### src/rtl/pcn_pkg.sv
package pcn_pkg;

    localparam int unsigned ADDR_W  = 32;
    localparam int unsigned IMM_W   = 16;
    localparam int unsigned JIDX_W  = 26;
    localparam int unsigned ALIGN_W = 2;
    localparam int unsigned HI_W    = ADDR_W - JIDX_W - ALIGN_W;
    localparam int unsigned EXT_W   = ADDR_W - IMM_W - ALIGN_W;

    typedef logic [ADDR_W-1:0] addr_t;

    typedef enum logic [1:0] {
        SEL_SEQ = 2'd0,
        SEL_BR  = 2'd1,
        SEL_JMP = 2'd2
    } next_sel_e;

    typedef struct packed {
        addr_t seq;
        addr_t br;
        addr_t jmp;
    } pc_cand_t;

    function automatic addr_t word_offset(input logic [IMM_W-1:0] imm);
        return {{EXT_W{imm[IMM_W-1]}}, imm, {ALIGN_W{1'b0}}};
    endfunction

    function automatic addr_t region_jump(input addr_t base,
                                          input logic [JIDX_W-1:0] idx);
        return {base[ADDR_W-1 -: HI_W], idx, {ALIGN_W{1'b0}}};
    endfunction

endpackage

### src/rtl/pcn_seq_adder.sv
module pcn_seq_adder
    import pcn_pkg::*;
#(
    parameter int unsigned STEP = 4
) (
    input  addr_t pc,
    output addr_t seq
);
    localparam addr_t STEP_V = addr_t'(STEP);

    assign seq = pc + STEP_V;

endmodule

### src/rtl/pcn_target_gen.sv
module pcn_target_gen
    import pcn_pkg::*;
(
    input  addr_t             pc,
    input  addr_t             seq,
    input  logic [ADDR_W-1:0] instr,
    output addr_t             br_tgt,
    output addr_t             jmp_tgt
);
    logic [IMM_W-1:0]  imm_f;
    logic [JIDX_W-1:0] idx_f;

    assign imm_f   = instr[IMM_W-1:0];
    assign idx_f   = instr[JIDX_W-1:0];
    assign br_tgt  = seq + word_offset(imm_f);
    assign jmp_tgt = region_jump(pc, idx_f);

endmodule

### src/rtl/pcn_select.sv
module pcn_select
    import pcn_pkg::*;
(
    input  logic      br_en,
    input  logic      jmp_en,
    input  logic      alu_zero,
    input  pc_cand_t  cand,
    output next_sel_e sel,
    output addr_t     nxt
);
    logic br_taken;

    assign br_taken = br_en & alu_zero;

    always_comb begin
        if (jmp_en)
            sel = SEL_JMP;
        else if (br_taken)
            sel = SEL_BR;
        else
            sel = SEL_SEQ;
    end

    always_comb begin
        unique case (sel)
            SEL_JMP: nxt = cand.jmp;
            SEL_BR:  nxt = cand.br;
            default: nxt = cand.seq;
        endcase
    end

endmodule

### src/rtl/pcn_next_pc.sv
module pcn_next_pc
    import pcn_pkg::*;
#(
    parameter logic [31:0] RESET_ADDR = 32'h0000_0000
) (
    input  logic        clk,
    input  logic        rst,
    input  logic [31:0] instr,
    input  logic        br_en,
    input  logic        jmp_en,
    input  logic        alu_zero,
    output logic [31:0] pc_q,
    output logic [31:0] pc_plus4
);
    addr_t     pc_r;
    addr_t     seq_a;
    addr_t     br_a;
    addr_t     jmp_a;
    addr_t     nxt_a;
    pc_cand_t  cand;
    next_sel_e sel;

    pcn_seq_adder #(.STEP(4)) u_seq (
        .pc  (pc_r),
        .seq (seq_a)
    );

    pcn_target_gen u_tgt (
        .pc      (pc_r),
        .seq     (seq_a),
        .instr   (instr),
        .br_tgt  (br_a),
        .jmp_tgt (jmp_a)
    );

    assign cand = '{seq: seq_a, br: br_a, jmp: jmp_a};

    pcn_select u_sel (
        .br_en    (br_en),
        .jmp_en   (jmp_en),
        .alu_zero (alu_zero),
        .cand     (cand),
        .sel      (sel),
        .nxt      (nxt_a)
    );

    always_ff @(posedge clk) begin
        if (rst)
            pc_r <= addr_t'(RESET_ADDR);
        else
            pc_r <= nxt_a;
    end

    assign pc_q     = pc_r;
    assign pc_plus4 = seq_a;

    // reset loads the start address whatever the controls say
    a_r1_reset_start: assert property (@(posedge clk)
        rst |=> pc_q == RESET_ADDR);

    // plain sequential step
    a_r2_seq_step: assert property (@(posedge clk) disable iff (rst)
        (!jmp_en && !br_en) |=> pc_q == $past(pc_q) + 32'd4);

    // branch not taken when the compare was unequal
    a_r4_br_untaken: assert property (@(posedge clk) disable iff (rst)
        (!jmp_en && br_en && !alu_zero) |=> pc_q == $past(pc_plus4));

    // zero flag alone does nothing
    a_r5_zero_ignored: assert property (@(posedge clk) disable iff (rst)
        (!jmp_en && !br_en && alu_zero) |=> pc_q == $past(pc_plus4));

    // taken branch lands on successor plus scaled offset
    a_r3_br_taken: assert property (@(posedge clk) disable iff (rst)
        (!jmp_en && br_en && alu_zero) |=>
            pc_q == $past(pc_plus4) + {{14{$past(instr[15])}}, $past(instr[15:0]), 2'b00});

    // jump keeps region bits and wins over a branch
    a_r6_r7_jump: assert property (@(posedge clk) disable iff (rst)
        jmp_en |=> pc_q == {$past(pc_q[31:28]), $past(instr[25:0]), 2'b00});

    // word alignment
    a_r8_aligned: assert property (@(posedge clk) disable iff (rst)
        pc_q[1:0] == 2'b00);

    // successor output tracks the counter
    a_r9_plus4: assert property (@(posedge clk) disable iff (rst)
        pc_plus4 - pc_q == 32'd4);

endmodule

### config.mk
export PLATFORM = sky130hd
export DESIGN_NAME = pcn_next_pc
export DESIGN_NICKNAME = d
export VERILOG_FILES = /design/src/rtl/pcn_pkg.sv /design/src/rtl/pcn_seq_adder.sv /design/src/rtl/pcn_target_gen.sv /design/src/rtl/pcn_select.sv /design/src/rtl/pcn_next_pc.sv
export SDC_FILE = /design/constraint.sdc
export NUM_CORES = 1
export LEC_CHECK = 0
export BUFFER_PORTS_ARGS = -buffer_cell sky130_fd_sc_hd__buf_4
export CAP_MARGIN = 15
export CORE_MARGIN = 3
export CORE_UTILIZATION = 35
export DETAILED_ROUTE_END_ITERATION = 10
export PLACE_DENSITY_LB_ADDON = 0.2
export REMOVE_ABC_BUFFERS = 1
export SLEW_MARGIN = 20
export SYNTH_ARGS = -nofsm -noshare
export SYNTH_HDL_FRONTEND = slang
export SYNTH_SLANG_ARGS = --single-unit
### constraint.sdc
create_clock -name clk -period 6 [get_ports clk]
set_input_delay 0.9 -clock clk [delete_from_list [all_inputs] [get_ports clk]]
set_output_delay 0.9 -clock clk [all_outputs]
set_load 0.1 [all_outputs]
==> flow_summary.toml, run 1 <==
[clocking]
cts_tree = "built"
cts_setup_buffers = 0
htreeDepth = 2
clk_path_buf_depth = 2
hold_buffers = 0
cts_resized = 0
cts_made_buffers = 5
root_buffer = "clkbuf_8"
clkSinkCount = 30
cts.clk_slew.worst_paths_ps = 70
clk_latency_ps = 290

[synthesis]
netlist_area_um2 = 3420
synth_warnings = 0
synthDistinctLibCells = 55
synth_seq_cells = 30
synth_ff_type = "dfxtp_1"
yosysSeqAreaShare_pct = 17.5
synth-async-reset-ratio_pct = 0
synth_cells = 454
synth-edff-count = 0
synth.avg_cell_area_um2 = 7.54

[floorplan]
row_count = 35
dieHeight_um = 105
die_w_um = 105
top_level_ports = 101
core_area_um2 = 9370
start_util_pct = 36.5
die-area_um2 = 11000

[cells_and_area]
antenna-diode-count = 0
area_growth_pct = 25.6
mostFrequentLayoutCells = "buf_4, a21oi_1, nand2_1"
finalNonFillerCells = 665
final_common_cell = "buf_4"
final_nets = 604
fin_util_pct = 45.9
drive_gt1_share_pct = 20.1
largest_reg_flops = 30

[drt]
drt_first_pass_iters = 5
via_per_inst = 5.66
num_vias = 3762
route.detailed.wl_per_inst_um = 16.8
drt_iter0_drc = 182
wirelength_mm = 11.2
highest-signal-layer = "met4"
drcViolationCount = 0
postRouteAntennaNets = 0
wl_met1_mm = 5.10
dr_wl_met2_mm = 5.30
dr_wl_met3_um = 736

[timing]
max-slew-margin-rel_pct = 41.1
tns_ps = 0
rsz0062_at_grt = "false"
worst_pin_slew_ps = 883
hold_viol = 0
max_freq_mhz = 234
skew_ps = 3.26
final_max_slew_viol_count = 0
post-route-min-period_ps = 4270
min_period_over_period_pct = 71.1
finalSetupViolCount = 0

[placed_design]
post-dp-hpwl_mm = 8.33
post-place-cells = 657
io_buffers = 90
place_congestion = 0.876

[run]
max-cap-violations = 0

[global_route]
grt.total_usage_pct = 20.0
grt_max_degree = 37
grt_pass1_vias = 3626
grt_pass1_wl_mm = 18.2
antenna_found_initial = 0
grt_overflow_total = 0

[power]
total_leakage_power_nw = 2.03
ir_drop_uv = 108
power_mw = 1.05
cellPowerDensity_nw_per_um2 = 244

[worst_setup_path]
crit_arrival_ps = 4470
crit_path_max_fanout = 8
reg2reg_depth = 15
endpoint_kind = "flip-flop"
cp-start-kind = "flip-flop"
crit_type = "flip-flop to flip-flop"
worstPathRequired_ps = 6200

[outcome]
status = "complete, no violations"

[min_path]
hold_depth = 2
hold_path.class = "flip-flop to flip-flop"
==> metal layers <==
| layer | GRT usage, % | up-vias |
|---|---|---|
| met2 | 34.0 | 120 |
| met5 | 0 | - |
| li1 | - | 1848 |
| met1 | 26.2 | 1787 |
| met3 | 3.64 | 7 |
| met4 | 4.50 | 0 |
==> final timing paths <==
path	start	to	slack (ps)
setup / recovery	pc_q[2]	pc_q[30]	1730
hold / removal	pc_q[30]	pc_q[30]	540
setup reg to reg	pc_q[2]	pc_q[30]	1730
hold reg to reg	pc_q[30]	pc_q[30]	540
==> final cells by class <==
class                           count  area (um2)
Fill cell                        1020        5070
Multi-Input combinational cell    396        2700
Timing Repair Buffer               92         691
Sequential cell                    30         601
Tap cell                          129         161
Clock buffer                        5        68.8
Clock inverter                      3        40.0
Inverter                           10        37.5
==> power breakdown <==
part           internal (mW)  switching, mW  total (mW)  leakage [nW]
clock network          0.122         0.0886       0.211        0.0579
logic                  0.163          0.435       0.597          1.73
registers              0.216         0.0255       0.241         0.249
total                  0.501          0.549        1.05          2.03
==> worst max-delay path, cell delays in order, from the launching register on <==
cell and delay (ps):
dfxtp_1 490, ha_1 270, and3_1 310, and4_1 310, and2_1 240, nand4_1 150
xnor2_1 300, ha_1 370, and3_1 220, and3_1 210, and3_1 180, nand4_1 130
a31oi_1 170, a221o_1 440, mux2i_1 130, a221oi_1 260
==> cell families (layout without fill, tap and decap cells) <==
family	Yosys count	after routing	synth area share [%]
and+or+nand+nor	156	156	23.4
xor gates and xnor gates	48	48	12.8
AOI/OAI and AO/OA	152	152	29.2
other	1	4	0.110
DFF	30	30	17.5
adders and majority gates	32	32	11.9
muxes	4	4	1.17
buffers and inverters	31	110	3.87
==> stage by stage <==
step | hold WS, ps | setup WS (ps) | cell area (um2)
CTS | 546 | 1740 | 4300
global route | 571 | 1540 | 4300
finish | 543 | 1730 | 4300
global placement | 531 | 1810 | 4190
floorplan | 927 | 36.8 | 3340
detailed placement | 536 | 1770 | 4190
==> Yosys cell counts, types with 10 or more instances <==
library cell | instances | area share [%]
clkbuf_1 | 15 | 1.6
dfxtp_1 | 30 | 18
nor2_1 | 37 | 4.1
o21ai_0 | 27 | 3.9
a21oi_1 | 43 | 6.3
a21o_1 | 19 | 4.2
a31oi_1 | 10 | 1.8
ha_1 | 31 | 11
xnor2_1 | 29 | 7.4
xor2_1 | 18 | 4.6
a211oi_1 | 10 | 2.2
and3_1 | 12 | 2.2
nand2_1 | 41 | 4.5
nand3_1 | 16 | 2.3
nand4_1 | 16 | 2.9
(Power assumes the default switching activity.)
==> inputs of run 2 (changes only) <==
==> constraint.sdc (replaced) <==
create_clock -name clk -period 3.75 [get_ports clk]
set_input_delay 0.5625 -clock clk [delete_from_list [all_inputs] [get_ports clk]]
set_output_delay 0.5625 -clock clk [all_outputs]
set_load 0.1 [all_outputs]
==> run 2 against run 1 <==
Via count increased by 2.9%. Register-to-register slack got worse by 1600 ps. Power increased by 64%. Design area increased by 6.2%. Global-route usage grew 0.74 points. Critical endpoint unchanged. Largest cell class unchanged.
==> flow_summary.toml, run 2 (same netlist as run 1, synthesis figures left out) <==
[outcome]
status = "complete, no violations"

[clocking]
clkSinkCount = 30
cts.clk_slew.worst_paths_ps = 80
cts_made_buffers = 5
cts_tree = "built"
hold_buffers = 0
clk_path_buf_depth = 2
htreeDepth = 2
root_buffer = "clkbuf_8"
clk_latency_ps = 280

[min_path]
hold_depth = 2
worstHoldStart = "instr[21]"
holdPathEnd = "pc_q[23]"
hold_path.class = "primary input to flip-flop"

[timing]
post-route-min-period_ps = 3580
skew_ps = 9.42
hold_viol = 0
min_period_over_period_pct = 95.6
final_max_slew_viol_count = 0
max_freq_mhz = 279
worst_pin_slew_ps = 870
max-slew-margin-rel_pct = 42.0
rsz0062_at_grt = "false"
finalSetupViolCount = 0

[worst_setup_path]
cp_common_cell = "and3_1"
r2r_slack_ps = 170
cpPeakStageDelay_ps = 390
r2r_end = "pc_q[30]"
worstPathRequired_ps = 3940
cp-start-kind = "flip-flop"
cp_cell_sequence = "and3_2, and3_1, and4_1, and2_4, nand4_1, xnor2_2, ha_4, and3_2, and3_1, and3_1, nand4_1, a31oi_2, a221o_1, mux2i_1, a221oi_1"
crit_arrival_ps = 3780
crit_type = "flip-flop to flip-flop"
timing.rr.start = "pc_q[5]"
slowest_stage = "a221o_1"
endpoint_kind = "flip-flop"
reg2reg_depth = 15
crit_path_max_fanout = 4

[cells_and_area]
multi_input_area_um2 = 2750
final_area_um2 = 4570
final_common_cell = "buf_4"
drive_gt1_share_pct = 26.0
antenna-diode-count = 0
seq_area_um2 = 604
fillers = 956
area_growth_pct = 33.4
mostFrequentLayoutCells = "buf_4, a21oi_1, nand2_1"
final_nets = 633
largest_reg_flops = 30

[global_route]
grt_max_degree = 37
grt.total_usage_pct = 20.7
grt_pass1_vias = 3775
grt_pass1_wl_mm = 18.9
grt_overflow_total = 0
antenna_found_initial = 0

[drt]
drcViolationCount = 0
drt_first_pass_iters = 4
num_vias = 3871
via_per_inst = 5.58
postRouteAntennaNets = 0
wirelength_mm = 11.7
drt_iter0_drc = 126
route.detailed.wl_per_inst_um = 16.8

[placed_design]
post-dp-hpwl_mm = 8.92
io_buffers = 90
place_area_um2 = 4400
place_congestion = 0.886

[run]
max-cap-violations = 0

[floorplan]
die-area_um2 = 11000
dieHeight_um = 105
die_w_um = 105
start_util_pct = 36.5
row_count = 35
core_area_um2 = 9370
top_level_ports = 101

[power]
cellPowerDensity_nw_per_um2 = 377
ir_drop_uv = 204
total_leakage_power_nw = 2.20
power_mw = 1.72
run 2: cell types whose count changed in the layout (fill, tap and decap cells not counted), sizes merged:
cell,previous run,this run
buf,92,121
run 2: final cells by class:
| class | instances | area share, % |
|---|---|---|
| Timing Repair Buffer | 121 | 19.9 |
| Clock buffer | 5 | 1.51 |
| Clock inverter | 3 | 0.877 |
| Inverter | 10 | 0.822 |
| Sequential cell | 30 | 13.2 |
| Tap cell | 129 | 3.53 |
| Multi-Input combinational cell | 396 | 60.1 |
run 2: power by group:
group / internal (mW) / total (mW) / switching (mW) / leakage (nW)
Clock: 0.196 / 0.332 / 0.137 / 0.0579
Combinational: 0.293 / 1.01 / 0.717 / 1.89
Sequential: 0.346 / 0.381 / 0.0354 / 0.250
run 2: repair_timing:
| item | CTS | global route |
|---|---|---|
| buffers inserted | 0 | 1 |
| gates resized for setup | 2 | 9 |
| endpoints found under the setup margin | 1 | 7 |
| pin swaps | 0 | 2 |
| hold endpoints to repair | 0 | 0 |
run 2: metrics by stage:
stage	instances	hold slack [ps]	utilization, %	setup slack, ps	setup TNS, ps
3_3_place_gp	685	532	47.0	74.0	0
2_1_floorplan	436	632	-	-2210	-47230
5_1_grt	694	497	48.7	2.94	0
3_5_place_dp	685	534	47.0	-9.32	-9.32
6_report	694	508	48.7	166	0
4_1_cts	693	499	48.3	7.16	0
run 2: worst max-delay path, delay by kind of cell, from the launching register on:
kind	cells	cell delay, ps
AO/OA/AOI/OAI	3	800
multiplexers	1	130
AND/OR/NAND/NOR	9	1680
adder cells (fa/ha/maj)	1	250
XOR/XNOR	1	250
flip-flops	1	370
run 2: how the worst max path moves through the flow:
stage | end | cells past startpoint | start | slack (ps)
4_1_cts | pc_q[30] | 15 | pc_q[2] | 7
6_report | pc_q[30] | 15 | pc_q[5] | 170
3_5_place_dp | pc_q[30] | 15 | pc_q[2] | -9
5_1_grt | pc_q[28] | 15 | pc_q[5] | 3
2_1_floorplan | pc_q[30] | 15 | pc_q[2] | -2210
3_3_place_gp | pc_q[30] | 15 | pc_q[2] | 70
run 2: routing by layer:
metal	vias up	GRT usage (%)	routed length [um]	part of all wire, %
met2	142	36.2	5640	48
li1	1914	-	-	-
met5	-	0	0	0
met1	1807	27.0	5220	45
met4	0	4.12	106	0.91
met3	8	3.21	703	6.0
